File: config.mk
export PLATFORM = sky130hd
export DESIGN_NAME = strobe_cycle_classifier
export DESIGN_NICKNAME = d
export VERILOG_FILES = /design/src/rtl/strobe_cls_pkg.sv /design/src/rtl/strobe_sync.sv /design/src/rtl/strobe_order_fsm.sv /design/src/rtl/cycle_flag_reg.sv /design/src/rtl/strobe_cycle_classifier.sv
export SDC_FILE = /design/constraint.sdc
export NUM_CORES = 1
export LEC_CHECK = 0
export BUFFER_PORTS_ARGS = -buffer_cell sky130_fd_sc_hd__buf_2
export CAP_MARGIN = 20
export CELL_PAD_IN_SITES_DETAIL_PLACEMENT = 1
export CELL_PAD_IN_SITES_GLOBAL_PLACEMENT = 2
export CORE_MARGIN = 2
export CORE_UTILIZATION = 36
export DETAILED_ROUTE_END_ITERATION = 10
export PLACE_DENSITY = 0.73
export RECOVER_POWER = 100
export SYNTH_ARGS = -nofsm -noshare
export SYNTH_HDL_FRONTEND = slang
export SYNTH_SLANG_ARGS = --single-unit
File: constraint.sdc
create_clock -name clk -period 5.57 [get_ports clk]
set_clock_uncertainty 0.05 [all_clocks]
set_input_delay 0.2785 -clock clk [delete_from_list [all_inputs] [get_ports clk]]
set_output_delay 0.2785 -clock clk [all_outputs]
set_load 0.01 [all_outputs]
File: src/rtl/strobe_cls_pkg.sv
package strobe_cls_pkg;

    // Behavioural states of the strobe-order classifier
    typedef enum logic [2:0] {
        ST_IDLE      = 3'd0,
        ST_ROW_FIRST = 3'd1,
        ST_NORMAL    = 3'd2,
        ST_COL_FIRST = 3'd3,
        ST_REFRESH   = 3'd4,
        ST_BOTH_FELL = 3'd5
    } cls_state_e;

endpackage

File: src/rtl/strobe_sync.sv
// Multi-stage synchronizer for a bundle of asynchronous levels.
module strobe_sync #(
    parameter int          STAGES    = 2,
    parameter int          WIDTH     = 2,
    parameter logic [WIDTH-1:0] RESET_VAL = '1
) (
    input  logic             clk,
    input  logic             rst,
    input  logic [WIDTH-1:0] async_d,
    output logic [WIDTH-1:0] sync_q
);

    logic [WIDTH-1:0] stage_q [STAGES];

    for (genvar g = 0; g < STAGES; g++) begin : g_stage
        if (g == 0) begin : g_first
            always_ff @(posedge clk) begin
                if (rst) begin
                    stage_q[g] <= RESET_VAL;
                end else begin
                    stage_q[g] <= async_d;
                end
            end
        end else begin : g_next
            always_ff @(posedge clk) begin
                if (rst) begin
                    stage_q[g] <= RESET_VAL;
                end else begin
                    stage_q[g] <= stage_q[g-1];
                end
            end
        end
    end

    assign sync_q = stage_q[STAGES-1];

endmodule

File: src/rtl/strobe_order_fsm.sv
// Tracks which strobe fell first. Levels are 1 = high (inactive).
module strobe_order_fsm
    import strobe_cls_pkg::*;
(
    input  logic       clk,
    input  logic       rst,
    input  logic       row_lvl,
    input  logic       col_lvl,
    output cls_state_e state_q,
    output cls_state_e state_nx
);

    logic [1:0] lvl;
    assign lvl = {row_lvl, col_lvl};

    // Next-state process
    always_comb begin
        state_nx = state_q;
        unique case (state_q)
            ST_IDLE: begin
                unique case (lvl)
                    2'b11: state_nx = ST_IDLE;
                    2'b01: state_nx = ST_ROW_FIRST;
                    2'b10: state_nx = ST_COL_FIRST;
                    2'b00: state_nx = ST_BOTH_FELL;
                    default: state_nx = ST_IDLE;
                endcase
            end
            ST_ROW_FIRST: begin
                unique case (lvl)
                    2'b11: state_nx = ST_IDLE;
                    2'b01: state_nx = ST_ROW_FIRST;
                    2'b10: state_nx = ST_COL_FIRST;
                    2'b00: state_nx = ST_NORMAL;
                    default: state_nx = ST_IDLE;
                endcase
            end
            ST_COL_FIRST: begin
                unique case (lvl)
                    2'b11: state_nx = ST_IDLE;
                    2'b01: state_nx = ST_ROW_FIRST;
                    2'b10: state_nx = ST_COL_FIRST;
                    2'b00: state_nx = ST_REFRESH;
                    default: state_nx = ST_IDLE;
                endcase
            end
            ST_NORMAL, ST_REFRESH: begin
                unique case (lvl)
                    2'b11: state_nx = ST_IDLE;
                    2'b01: state_nx = ST_ROW_FIRST;
                    2'b10: state_nx = ST_COL_FIRST;
                    2'b00: state_nx = state_q;
                    default: state_nx = ST_IDLE;
                endcase
            end
            ST_BOTH_FELL: begin
                state_nx = (lvl == 2'b11) ? ST_IDLE : ST_BOTH_FELL;
            end
            default: state_nx = ST_IDLE;
        endcase
    end

    // State register process
    always_ff @(posedge clk) begin
        if (rst) begin
            state_q <= ST_IDLE;
        end else begin
            state_q <= state_nx;
        end
    end


    release_to_idle_chk: assert property (@(posedge clk) disable iff (rst)
        (row_lvl && col_lvl) |=> (state_q == ST_IDLE));


    single_low_state_chk: assert property (@(posedge clk) disable iff (rst)
        ((row_lvl != col_lvl) && (state_q != ST_BOTH_FELL))
        |=> ((state_q == ST_ROW_FIRST) || (state_q == ST_COL_FIRST)));


    both_fell_hold_chk: assert property (@(posedge clk) disable iff (rst)
        ((state_q == ST_BOTH_FELL) && !(row_lvl && col_lvl))
        |=> (state_q == ST_BOTH_FELL));

endmodule

File: src/rtl/cycle_flag_reg.sv
// Registered cycle-type flags decoded from the upcoming state.
module cycle_flag_reg
    import strobe_cls_pkg::*;
(
    input  logic       clk,
    input  logic       rst,
    input  cls_state_e state_nx,
    output logic       normal_q,
    output logic       refresh_q
);

    // Output process
    always_ff @(posedge clk) begin
        if (rst) begin
            normal_q  <= 1'b0;
            refresh_q <= 1'b0;
        end else begin
            normal_q  <= (state_nx == ST_NORMAL);
            refresh_q <= (state_nx == ST_REFRESH);
        end
    end

endmodule

File: src/rtl/strobe_cycle_classifier.sv
module strobe_cycle_classifier
    import strobe_cls_pkg::*;
#(
    parameter int SYNC_STAGES = 2
) (
    input  logic clk,
    input  logic rst,
    input  logic row_stb_n,
    input  logic col_stb_n,
    output logic normal_cycle,
    output logic refresh_cycle
);

    localparam int LVL_W = 2;

    logic [LVL_W-1:0] lvl_sync;
    logic             row_s;
    logic             col_s;
    cls_state_e       state_q;
    cls_state_e       state_nx;

    strobe_sync #(
        .STAGES    (SYNC_STAGES),
        .WIDTH     (LVL_W),
        .RESET_VAL ({LVL_W{1'b1}})
    ) u_sync (
        .clk     (clk),
        .rst     (rst),
        .async_d ({row_stb_n, col_stb_n}),
        .sync_q  (lvl_sync)
    );

    assign row_s = lvl_sync[1];
    assign col_s = lvl_sync[0];

    strobe_order_fsm u_fsm (
        .clk      (clk),
        .rst      (rst),
        .row_lvl  (row_s),
        .col_lvl  (col_s),
        .state_q  (state_q),
        .state_nx (state_nx)
    );

    cycle_flag_reg u_flags (
        .clk       (clk),
        .rst       (rst),
        .state_nx  (state_nx),
        .normal_q  (normal_cycle),
        .refresh_q (refresh_cycle)
    );


    flags_exclusive_chk: assert property (@(posedge clk) disable iff (rst)
        !(normal_cycle && refresh_cycle));


    flag_needs_both_low_chk: assert property (@(posedge clk) disable iff (rst)
        (normal_cycle || refresh_cycle) |-> $past(!row_s && !col_s));


    normal_entry_order_chk: assert property (@(posedge clk) disable iff (rst)
        $rose(normal_cycle) |-> ($past(state_q) == ST_ROW_FIRST));


    refresh_entry_order_chk: assert property (@(posedge clk) disable iff (rst)
        $rose(refresh_cycle) |-> ($past(state_q) == ST_COL_FIRST));

endmodule

-- Word-level counts from Yosys, hierarchy flattened
Memory sizes are Yosys's and may differ from the RTL's.
Index checks and enable logic that the tools add are counted.
- multiplexer cells: 11
- reduce and logical (&&, ||, !) cells: 3
- bitwise logic cells: 2
- equality and inequality tests: 10
- operator list (operator ; number):
    $pmux 3 s4 ; 4
    $pmux 3 s5 ; 1
    $eq 3x2->1 const B ; 3
    $eq 3x3->1 const B ; 3
    $eq 2x2->1 const B ; 2
    $mux 2 ; 2
    $eq 3x1->1 const B ; 1
    $logic_not 3->1 ; 1
    $mux 1 ; 3
    $mux 3 ; 1
    $eq 2x1->1 const B ; 1
    $logic_not 2->1 ; 1
    $or 1x1->1 ; 2
    $reduce_or 2->1 ; 1
- input port bits: 4
- memories kept: 1
- RAM bits: 4
- register bits: 5
- output and inout bits: 2
- memory list (name ; depth ; bits a word ; rd ports ; clocked after Yosys merged registers in ; wr ports ; RTL line ; RTL):
    u_sync.stage_q ; 2 ; 2 ; 2 ; 0 ; 2 ; strobe_sync.sv:13 ; logic [WIDTH-1:0] stage_q [STAGES];

-- Logic depth before layout (Yosys ltp)
Gate-level depths: netlist (run 1).
- depth in word-level cells: 4
- mapped depth: 6
- mapped depth without buffers: 6

-- Hierarchy
Synthesis (run 1) repeated with hierarchy kept, for this count alone.
- cells, all modules: 46
- area, all modules: 459.2 µm²
- by module, submodules not included (module ; sequential area each (µm²) ; area each (µm²) ; times used ; cells an instance):
    strobe_order_fsm ; 60.1 ; 284.0 ; 1 ; 34
    strobe_sync ; 80.1 ; 105.1 ; 1 ; 8
    cycle_flag_reg ; 40.0 ; 70.1 ; 1 ; 4

-- Least setup slack after synthesis (run 1)
Ideal clock, no wire load.
- kind: register to register
- start: memory u_sync.stage_q[1][0]
- end: register u_flags.refresh_q
- required time: 5.433 ns
- arrival time: 1.615 ns
- period minus slack after synthesis: 1.752 ns
- path buffers: 0
- cell stages (with the launch flop): 7
- library setup time: 0.087 ns
- path slack: 3.818 ns
- cells stage by stage: dfxtp_1 -> inv_1 -> ha_1 -> or3_1 -> a41oi_2 -> o311a_4 -> nor4b_4
- RTL lines (element ; RTL line ; RTL):
    start: declaration ; strobe_sync.sv:13 ;
    end signal: assignment ; cycle_flag_reg.sv:19 ; refresh_q <= (state_nx == ST_REFRESH);
    end: declaration ; cycle_flag_reg.sv:9 ; output logic refresh_q

==> impl_metrics.py, run 1 <==
metrics = {
    "worst_setup_path": {
        "cp-start-kind": "flip-flop",
        "path_class": "reg2reg",
        "cp_data_required_time_ps": 5680,
        "timing.critical_path.to_type": "flip-flop",
        "crit_arrival_ps": 2030,
        "r2r_worst_path_depth": 6,
        "worstPathMaxFanout": 4,
    },
    "place": {
        "globalplace.congestion": 0.7797,
        "post-dp-hpwl_um": 680.4,
        "dp.cells": 63,
        "port_buffers": 5,
    },
    "clock_tree": {
        "tritoncts.num_buffers": 3,
        "cts_sinks": 9,
        "clock_tree.htree_level_count": 1,
        "clk_root_buffer_cell": "sky130_fd_sc_hd__clkbuf_4",
        "cts_tree": "done",
        "post-cts-setup-buffer-count": 0,
        "post_cts_repair_resize_count": 0,
        "worst_setup_hold_path_clk_slew_ps": 60,
        "cts_max_path_buffers": 2,
        "cts_hold_buffers": 0,
        "clock_latency_reported_for_the_late_side_of_the_worst_skew_pair_ps": 240,
    },
    "die": {
        "die_width_um": 40.96,
        "die_y_um": 40.96,
        "rows": 13,
        "start_util_pct": 38.27,
        "num_io_pins": 6,
        "dieArea_sq_um": 1677,
        "core_area_sq_um": 1285,
    },
    "routing": {
        "drt_first_pass_iters": 2,
        "post_drt_wl_per_cell_um": 12.40,
        "drt_wl_total_um": 831,
        "routed-via-count": 344,
        "post_route_ant_nets": 0,
        "via_per_inst": 5.134,
        "initialDrtViolationCount": 3,
        "drcViolationCount": 0,
    },
    "sta": {
        "layout_min_cycle_time_ps": 1911,
        "final.setup.tns_ps": 0,
        "hold_viol_final": 0,
        "unrepaired_setup_endpoints_after_global_routing": "false",
        "max_clock_freq_mhz": 523.3,
        "share_of_the_clock_period_used_by_the_worst_path_after_layout_pct": 34.31,
        "worst_slew_pin_slew_ps": 536.1,
        "whs_ps": 161.9,
        "worst_slew_margin_rel_pct": 63.88,
        "timing.final.max_slew_violations": 0,
        "endpoints_failing_setup": 0,
    },
    "logic_synthesis": {
        "syn_area_per_cell_sq_um": 10.93,
        "yosys_register_bits": 9,
        "ys_warn_count": 0,
        "synthesized_net_count": 54,
        "synthDistinctLibCells": 25,
        "synth_sequential_area_ratio_pct": 36.64,
        "netlist_area_sq_um": 491.7,
        "netlist_instances": 45,
    },
    "power": {
        "worst_supply_voltage_drop_on_vdd_v": 0.0001399,
        "fin_total_pwr_w": 0.0001284,
        "switchingPower_w": 0.00002808,
        "switching_share_pct": 21.88,
        "cellPowerDensity_nw_per_um2": 247.8,
        "combinationalPowerShare_pct": 9.6,
        "cellInternalPower_w": 0.0001003,
        "power_frac_seq_pct": 54.1,
        "pwr-share-clk_pct": 36.2,
        "leakagePower_nw": 0.2215,
    },
    "grt": {
        "grt_use_total_pct": 13.61,
        "antenna_found_initial": 0,
        "global_route.overflow_total": 0,
        "grt_pass1_wl_um": 1435,
        "grt_start_max_net_pins": 10,
        "first_global_vias": 342,
    },
    "worst_hold_path": {
        "worstHoldPathCells": 2,
        "worst_min_path_class": "in2reg",
    },
    "layout": {
        "fill_cells": 162,
        "antenna-diode-count": 0,
        "area.growth.synth_to_final_pct": 5.343,
        "finish.net_count": 62,
        "layoutNonFillerInstCount": 67,
        "share_of_layout_cells_above_drive_strength_1_pct": 21.15,
        "finalCoreUtilization_pct": 40.31,
    },
    "run": {
        "max_cap_viol_count": 0,
    },
    "outcome": {
        "outcome": "complete, no violations",
    },
}
==> layer usage <==
metal	vias to the layer above	global-route usage, %	wire, um
li1	173	-	-
met1	163	14.75	335
met2	6	23.83	460
met3	2	1.630	24
met4	0	10.00	10
met5	-	0	0
==> final cells by class <==
class	instances	area (sq um)	area share [%]
Inverter	3	11.26	2.174
Sequential cell	9	180.2	34.78
Timing Repair Buffer	5	21.27	4.106
Clock buffer	4	26.28	5.072
Multi-Input combinational cell	31	260.3	50.24
Tap cell	15	18.77	3.623
==> kinds of logic after synthesis <==
group	after synthesis	synth area share [%]
simple gates	18	28.75
flops	9	36.64
compound gates	6	12.47
buf+inv	5	5.597
fa+ha+maj	5	12.72
xor+xnor	1	1.781
mux	1	2.036
==> power groups by stage <==
stage / Combinational, W / Clock, W / Sequential [W]
floorplan: 0.0000119 / 0 / 0.0000694
global placement: 0.0000134 / 0 / 0.0000709
detailed placement: 0.0000140 / 0 / 0.0000711
CTS: 0.0000141 / 0.0000490 / 0.0000696
global route: 0.0000143 / 0.0000523 / 0.0000698
finish: 0.0000124 / 0.0000465 / 0.0000695
==> synth_stat cells (all sizes together) <==
| library cell | n | area (sq um) |
|---|---|---|
| nor4 | 1 | 6.260 |
| dfxtp | 9 | 180.2 |
| nor2b | 1 | 6.260 |
| nor2 | 3 | 11.26 |
| ha | 5 | 62.56 |
| inv | 3 | 11.26 |
| nor4b | 3 | 47.54 |
| nand2b | 2 | 12.51 |
| o311a | 1 | 21.27 |
| buf | 2 | 16.26 |
| o21ai | 2 | 10.00 |
| xor2 | 1 | 8.760 |
| a21oi | 1 | 5.000 |
| or2 | 4 | 25.02 |
| mux2i | 1 | 10.01 |
| nand4 | 1 | 6.260 |
| or3 | 1 | 6.260 |
| a41oi | 1 | 16.27 |
| and4bb | 1 | 12.51 |
| a311oi | 1 | 8.760 |
| nand3b | 1 | 7.510 |
==> layout by cell type (no fill, tap or decap), types with 2 or more instances in the layout <==
master | synthesis | routed
sky130_fd_sc_hd__clkbuf_1 | 0 | 4
sky130_fd_sc_hd__nor4b_1 | 1 | 2
sky130_fd_sc_hd__ha_1 | 5 | 5
sky130_fd_sc_hd__o21ai_0 | 1 | 2
sky130_fd_sc_hd__nand2b_1 | 2 | 2
sky130_fd_sc_hd__buf_2 | 1 | 2
sky130_fd_sc_hd__inv_1 | 3 | 3
sky130_fd_sc_hd__nor2_1 | 3 | 3
sky130_fd_sc_hd__clkbuf_4 | 0 | 3
sky130_fd_sc_hd__or2_2 | 4 | 4
sky130_fd_sc_hd__dfxtp_1 | 9 | 9
==> sequential cells by signal, summed over array words and instances (netlist names) <==
name               count
u_flags.normal_q       1
u_flags.refresh_q      1
u_fsm.state_q          3
u_sync.stage_q         4
==> metrics by stage <==
step | setup WS [ps] | cell area [sq um]
finish | 3659 | 518.0
global placement | 3726 | 519.2
detailed placement | 3661 | 519.2
global route | 3465 | 518.0
floorplan | 3818 | 491.7
CTS | 3634 | 545.5
==> final timing paths <==
path                                            from              endpoint  slack, ps
worst min register to register  u_sync.stage_q[0][1]  u_sync.stage_q[1][1]        360
worst max-delay path            u_sync.stage_q[1][0]     u_flags.refresh_q       3660
worst min-delay path                       col_stb_n  u_sync.stage_q[0][0]        160
worst max register to register  u_sync.stage_q[1][0]     u_flags.refresh_q       3660
==> critical path, cell delays in order, from the launching register on <==
cell and delay, ps:
sky130_fd_sc_hd__dfxtp_1 400, sky130_fd_sc_hd__inv_1 120, sky130_fd_sc_hd__ha_1 250, sky130_fd_sc_hd__or3_1 380
sky130_fd_sc_hd__a41oi_1 230, sky130_fd_sc_hd__o311a_2 230, sky130_fd_sc_hd__nor4b_4 170
No activity file was read; power rests on OpenSTA's default activity.
==> inputs of run 2 (changes only) <==
CORE_UTILIZATION = 34   (was 36)
PLACE_DENSITY = 0.69   (was 0.73)
clock period = 2 ns   (was 5.57 ns; I/O delays follow)
==> run 2 against run 1 <==
Combinational power rose to 3.2 times the previous value. Sequential power rose to 2.8 times the previous value. Total power rose to 2.8 times the previous value. Die area rose by 5.3%. Largest cell class unchanged. Highest routed layer is now met3.
==> impl_metrics.py, run 2 (synthesized netlist as in run 1, its figures left out) <==
metrics = {
    "routing": {
        "drcViolationCount": 0,
        "via_per_inst": 5.072,
        "post_route_ant_nets": 0,
        "drt_wl_total_um": 887,
        "drt_first_pass_iters": 2,
        "initialDrtViolationCount": 1,
        "post_drt_wl_per_cell_um": 12.86,
        "routed-via-count": 350,
    },
    "worst_setup_path": {
        "worstReg2RegEnd": "u_flags.refresh_q",
        "timing.rr.start": "u_sync.stage_q[1][0]",
        "r2r_slack_ps": 190,
        "cp-start-kind": "flip-flop",
        "worstPathMaxFanout": 4,
        "cp_data_required_time_ps": 2110,
        "path_class": "reg2reg",
        "crit_arrival_ps": 1910,
        "r2r_worst_path_depth": 6,
        "timing.critical_path.to_type": "flip-flop",
    },
    "layout": {
        "share_of_layout_cells_above_drive_strength_1_pct": 27.78,
        "finish.net_count": 64,
        "most_common_cell_after_layout_fill_and_taps_aside": "sky130_fd_sc_hd__dfxtp_1",
        "final_cell_mix": "sky130_fd_sc_hd__dfxtp_1, sky130_fd_sc_hd__ha_1, sky130_fd_sc_hd__or2_2",
        "multi_input_area_sq_um": 267.8,
        "top_registers": "u_sync.stage_q (4), u_fsm.state_q (3)",
        "area.growth.synth_to_final_pct": 11.70,
        "antenna-diode-count": 0,
        "register_area_sq_um": 182.7,
        "largest_reg_flops": 4,
        "max_flop_register": "u_sync.stage_q",
        "fill_cells": 163,
    },
    "power": {
        "cellPowerDensity_nw_per_um2": 659.4,
        "power_frac_seq_pct": 53.6,
        "pwr-share-clk_pct": 35.6,
        "worst_supply_voltage_drop_on_vdd_v": 0.0003721,
        "switching_share_pct": 21.85,
        "fin_total_pwr_w": 0.0003622,
        "cellInternalPower_w": 0.0002830,
        "leakagePower_nw": 0.2322,
        "combinationalPowerShare_pct": 10.8,
        "switchingPower_w": 0.00007914,
    },
    "sta": {
        "timing.final.max_slew_violations": 0,
        "hold_viol_final": 0,
        "unrepaired_setup_endpoints_after_global_routing": "false",
        "worst_slew_margin_rel_pct": 61.71,
        "worst_slew_pin_slew_ps": 568.4,
        "final.setup.tns_ps": 0,
        "share_of_the_clock_period_used_by_the_worst_path_after_layout_pct": 90.44,
        "layout_min_cycle_time_ps": 1809,
        "max_clock_freq_mhz": 552.9,
        "endpoints_failing_setup": 0,
    },
    "run": {
        "max_cap_viol_count": 0,
    },
    "worst_hold_path": {
        "worstHoldPathCells": 2,
        "worst_min_path_class": "in2reg",
        "holdCritStartpoint": "rst",
        "min_to": "u_fsm.state_q[1]",
    },
    "place": {
        "globalplace.congestion": 0.6989,
        "post-dp-hpwl_um": 698.4,
        "port_buffers": 5,
    },
    "die": {
        "die_width_um": 42.03,
        "die_y_um": 42.03,
        "start_util_pct": 36.87,
        "rows": 13,
        "core_area_sq_um": 1334,
        "dieArea_sq_um": 1767,
        "num_io_pins": 6,
    },
    "grt": {
        "grt_start_max_net_pins": 10,
        "first_global_vias": 384,
        "antenna_found_initial": 0,
        "grt_pass1_wl_um": 1593,
        "global_route.overflow_total": 0,
        "grt_use_total_pct": 11.44,
    },
    "clock_tree": {
        "post-cts-setup-buffer-count": 0,
        "tritoncts.num_buffers": 3,
        "cts_tree": "done",
        "clk_root_buffer_cell": "sky130_fd_sc_hd__clkbuf_4",
        "clock_tree.htree_level_count": 1,
        "cts_max_path_buffers": 2,
        "clock_latency_reported_for_the_late_side_of_the_worst_skew_pair_ps": 240,
        "cts_sinks": 9,
        "worst_setup_hold_path_clk_slew_ps": 60,
    },
    "outcome": {
        "outcome": "complete, no violations",
    },
}
==> run 2: changes by cell type in the layout (fill, tap and decap cells not counted) <==
cell | before | now
sky130_fd_sc_hd__clkbuf_1 | 4 | 3
sky130_fd_sc_hd__a41oi_2 | 0 | 1
sky130_fd_sc_hd__dfxtp_1 | 9 | 7
sky130_fd_sc_hd__dfxtp_2 | 0 | 2
sky130_fd_sc_hd__buf_2 | 2 | 3
sky130_fd_sc_hd__a41oi_1 | 1 | 0
sky130_fd_sc_hd__dlygate4sd3_1 | 0 | 2
==> run 2: area by class of cell <==
class,count,share of cell area (%)
multi-input combinational,31,48.75
inverter,3,2.050
timing repair buffer,7,7.745
tap,15,3.417
sequential,9,33.26
clock buffer,4,4.784
==> run 2: timing repair <==
action / 4_1_cts / 5_1_grt
setup endpoints to repair: 0 / 1
hold buffers: 2 / 0
endpoints found under the hold margin: 2 / 0
gates resized for setup: 0 / 2
==> run 2: metrics by stage <==
step / utilization, % / instances / area [sq um] / worst slack (ps) / hold slack [ps]
after floorplan: - / 45 / 491.7 / 248.1 / 121.1
after global placement: 38.93 / 63 / 519.2 / 154.6 / 234.2
after detailed placement: 38.93 / 63 / 519.2 / 86.46 / 239.5
after CTS: 42.40 / 69 / 565.5 / 60.66 / 101.5
after global routing: 41.18 / 69 / 549.3 / 62.40 / 106.2
final: 41.18 / 69 / 549.3 / 191.3 / 97.38
==> run 2: per-layer routing <==
metal | up-vias | track usage, % | part of all wire, %
li1 | 176 | - | -
met1 | 168 | 12.47 | 42
met2 | 6 | 23.13 | 56
met3 | 0 | 1.724 | 2.6
met4 | 0 | 1.875 | 0
met5 | - | 0 | 0
==> run 2: how the worst max path moves through the flow <==
stage	to	from
5_1_grt	u_flags.normal_q	u_fsm.state_q[1]
6_report	u_flags.refresh_q	u_sync.stage_q[1][0]
3_5_place_dp	u_flags.refresh_q	u_sync.stage_q[1][0]
4_1_cts	u_flags.refresh_q	u_sync.stage_q[1][0]
2_1_floorplan	u_flags.refresh_q	u_sync.stage_q[1][0]
3_3_place_gp	u_flags.refresh_q	u_sync.stage_q[1][0]
==> run 2: power by group through the flow <==
stage / sequential (W) / combinational, W / clock (W)
3_3_place_gp: 0.000197 / 0.0000373 / 0
2_1_floorplan: 0.000193 / 0.0000332 / 0
5_1_grt: 0.000195 / 0.0000444 / 0.000146
3_5_place_dp: 0.000198 / 0.0000394 / 0
4_1_cts: 0.000194 / 0.0000426 / 0.000135
6_report: 0.000194 / 0.0000391 / 0.000129
==> run 2: critical path: stages (launching register included) <==
cell and delay (ps):
sky130_fd_sc_hd__dfxtp_2 350, sky130_fd_sc_hd__inv_1 90, sky130_fd_sc_hd__ha_1 230, sky130_fd_sc_hd__or3_1 390, sky130_fd_sc_hd__a41oi_2 180, sky130_fd_sc_hd__o311a_2 220, sky130_fd_sc_hd__nor4b_4 190
==> inputs of run 3 (changes only) <==
CORE_UTILIZATION = 31   (was 34)
PLACE_DENSITY = not set   (was 0.69)
PLACE_DENSITY_LB_ADDON = 0.25   (was not set)
clock period = 1.58 ns   (was 2 ns; I/O delays follow)
==> run 3 against run 2 <==
The run now ends with negative setup slack left. Combinational power rose by 84%. Register-to-register slack got worse by 240 ps. Final cell count rose by 10%. Clock-buffer cell count did not move. Flip-flop and latch count did not move. Die area rose by 8.7%. Critical path type unchanged. Critical endpoint unchanged. Largest cell class unchanged. Largest power group unchanged. Highest routed layer is now met4.
==> impl_metrics.py, run 3 (synthesized netlist as in run 1, its figures left out) <==
metrics = {
    "outcome": {
        "outcome": "complete, but fails checks",
        "failing_checks": "negative setup slack",
    },
    "worst_setup_path": {
        "crit_arrival_ps": 1760,
        "worstPathMaxFanout": 4,
        "path_class": "reg2reg",
        "timing.critical_path.to_type": "flip-flop",
        "r2r_worst_path_depth": 6,
        "r2r_slack_ps": -50,
        "worstReg2RegEnd": "u_flags.refresh_q",
        "cp_data_required_time_ps": 1710,
        "cp-start-kind": "flip-flop",
        "timing.rr.start": "u_sync.stage_q[1][0]",
    },
    "clock_tree": {
        "cts_tree": "done",
        "cts_sinks": 9,
        "clock_tree.htree_level_count": 1,
        "worst_setup_hold_path_clk_slew_ps": 60,
        "clk_root_buffer_cell": "sky130_fd_sc_hd__clkbuf_4",
        "tritoncts.num_buffers": 3,
        "clock_latency_reported_for_the_late_side_of_the_worst_skew_pair_ps": 260,
        "cts_max_path_buffers": 2,
    },
    "layout": {
        "top_registers": "u_sync.stage_q (4), u_fsm.state_q (3)",
        "final_cell_mix": "sky130_fd_sc_hd__buf_4, sky130_fd_sc_hd__dfxtp_1, sky130_fd_sc_hd__or2_2",
        "finalCoreUtilization_pct": 45.04,
        "area.growth.synth_to_final_pct": 36.39,
        "fill_cells": 175,
        "finish.net_count": 70,
        "share_of_layout_cells_above_drive_strength_1_pct": 53.33,
        "largest_reg_flops": 4,
        "max_flop_register": "u_sync.stage_q",
        "antenna-diode-count": 0,
    },
    "place": {
        "port_buffers": 5,
        "pre_cts_ws_ps": -63.10,
        "globalplace.congestion": 0.7217,
        "post-dp-hpwl_um": 778,
    },
    "routing": {
        "drt_first_pass_iters": 3,
        "routed-via-count": 388,
        "post_drt_wl_per_cell_um": 14.18,
        "drcViolationCount": 0,
        "via_per_inst": 5.105,
        "post_route_ant_nets": 0,
        "initialDrtViolationCount": 3,
        "drt_wl_total_um": 1078,
    },
    "power": {
        "cellPowerDensity_nw_per_um2": 732.0,
        "worst_supply_voltage_drop_on_vdd_v": 0.0003851,
        "leakagePower_nw": 0.2679,
    },
    "die": {
        "core_area_sq_um": 1489,
        "num_io_pins": 6,
        "dieArea_sq_um": 1921,
        "rows": 14,
        "start_util_pct": 33.03,
        "die_y_um": 43.83,
        "die_width_um": 43.83,
    },
    "sta": {
        "timing.final.max_slew_violations": 0,
        "share_of_the_clock_period_used_by_the_worst_path_after_layout_pct": 103.0,
        "layout_min_cycle_time_ps": 1627,
        "hold_viol_final": 0,
        "max_clock_freq_mhz": 614.6,
        "unrepaired_setup_endpoints_after_global_routing": "true",
        "endpoints_failing_setup": 1,
        "worst_slew_margin_rel_pct": 74.34,
        "setup_ws_ps": -47.13,
        "whs_ps": 60.52,
        "worst_slew_pin_slew_ps": 384.9,
    },
    "grt": {
        "grt_start_max_net_pins": 10,
        "grt_pass1_wl_um": 1662,
        "global_route.overflow_total": 0,
        "antenna_found_initial": 0,
        "grt_use_total_pct": 12.33,
        "first_global_vias": 400,
    },
    "worst_hold_path": {
        "worstHoldPathCells": 2,
        "worst_min_path_class": "in2reg",
        "min_to": "u_fsm.state_q[1]",
        "holdCritStartpoint": "rst",
    },
    "run": {
        "max_cap_viol_count": 0,
    },
}
## run 3: worst max path at each step
stage                         start           endpoint  slack [ps]  depth (start not counted)
2_1_floorplan  u_sync.stage_q[1][0]  u_flags.refresh_q          10                          6
6_report       u_sync.stage_q[1][0]  u_flags.refresh_q         -50                          6
3_5_place_dp   u_sync.stage_q[1][0]  u_flags.refresh_q         -60                          6
5_1_grt        u_sync.stage_q[1][1]  u_flags.refresh_q        -130                          6
4_1_cts        u_sync.stage_q[1][0]  u_flags.refresh_q         -70                          6
3_3_place_gp   u_sync.stage_q[1][0]  u_flags.refresh_q         -10                          6
## run 3: through the flow
step	instance area (sq um)	cells	TNS (ps)	power, W
after floorplan	499.2	45	0	0.0002883
after global placement	565.5	69	-11.11	0.0003040
after detailed placement	565.5	69	-74.32	0.0003096
after CTS	611.8	75	-81.59	0.0004916
after global routing	670.6	76	-151.4	0.0005192
final	670.6	76	-47.13	0.0004909
## run 3: layout make-up
class	instances	area (sq um)	area share, %
sequential	9	188.9	28.17
multi-input combinational	31	334.1	49.81
inverter	3	13.76	2.052
timing repair buffer	13	87.58	13.06
tap	16	20.02	2.985
clock buffer	4	26.28	3.918
## run 3: what timing repair did
item / 4_1_cts / 5_1_grt
resized for setup: 0 / 11
setup endpoints to repair: 3 / 3
hold endpoints to repair: 2 / 0
buffers inserted: 0 / 1
pin swaps: 1 / 2
hold buffers: 2 / 0
## run 3: worst max-delay path: stages (launching register included)
cell,delay (ps)
sky130_fd_sc_hd__dfxtp_4,370
sky130_fd_sc_hd__inv_4,50
sky130_fd_sc_hd__ha_4,150
sky130_fd_sc_hd__or3_1,350
sky130_fd_sc_hd__a41oi_2,170
sky130_fd_sc_hd__o311a_4,230
sky130_fd_sc_hd__nor4b_4,170
## run 3: per-layer routing
metal / part of all wire, % / GRT usage, % / up-vias
met1: 39 / 11.36 / 188
met2: 57 / 23.24 / 9
met4: 1.6 / 10.91 / 0
met5: 0 / 0 / -
li1: - / - / 189
met3: 2.0 / 1.250 / 2
## run 3: where the power goes
part	switching, W	leakage [nW]	internal (W)
sequential	0.0000117	0.0742	0.000234
clock	0.0000760	0.0150	0.0000970
combinational	0.0000325	0.179	0.0000395
total	0.000120	0.268	0.000371
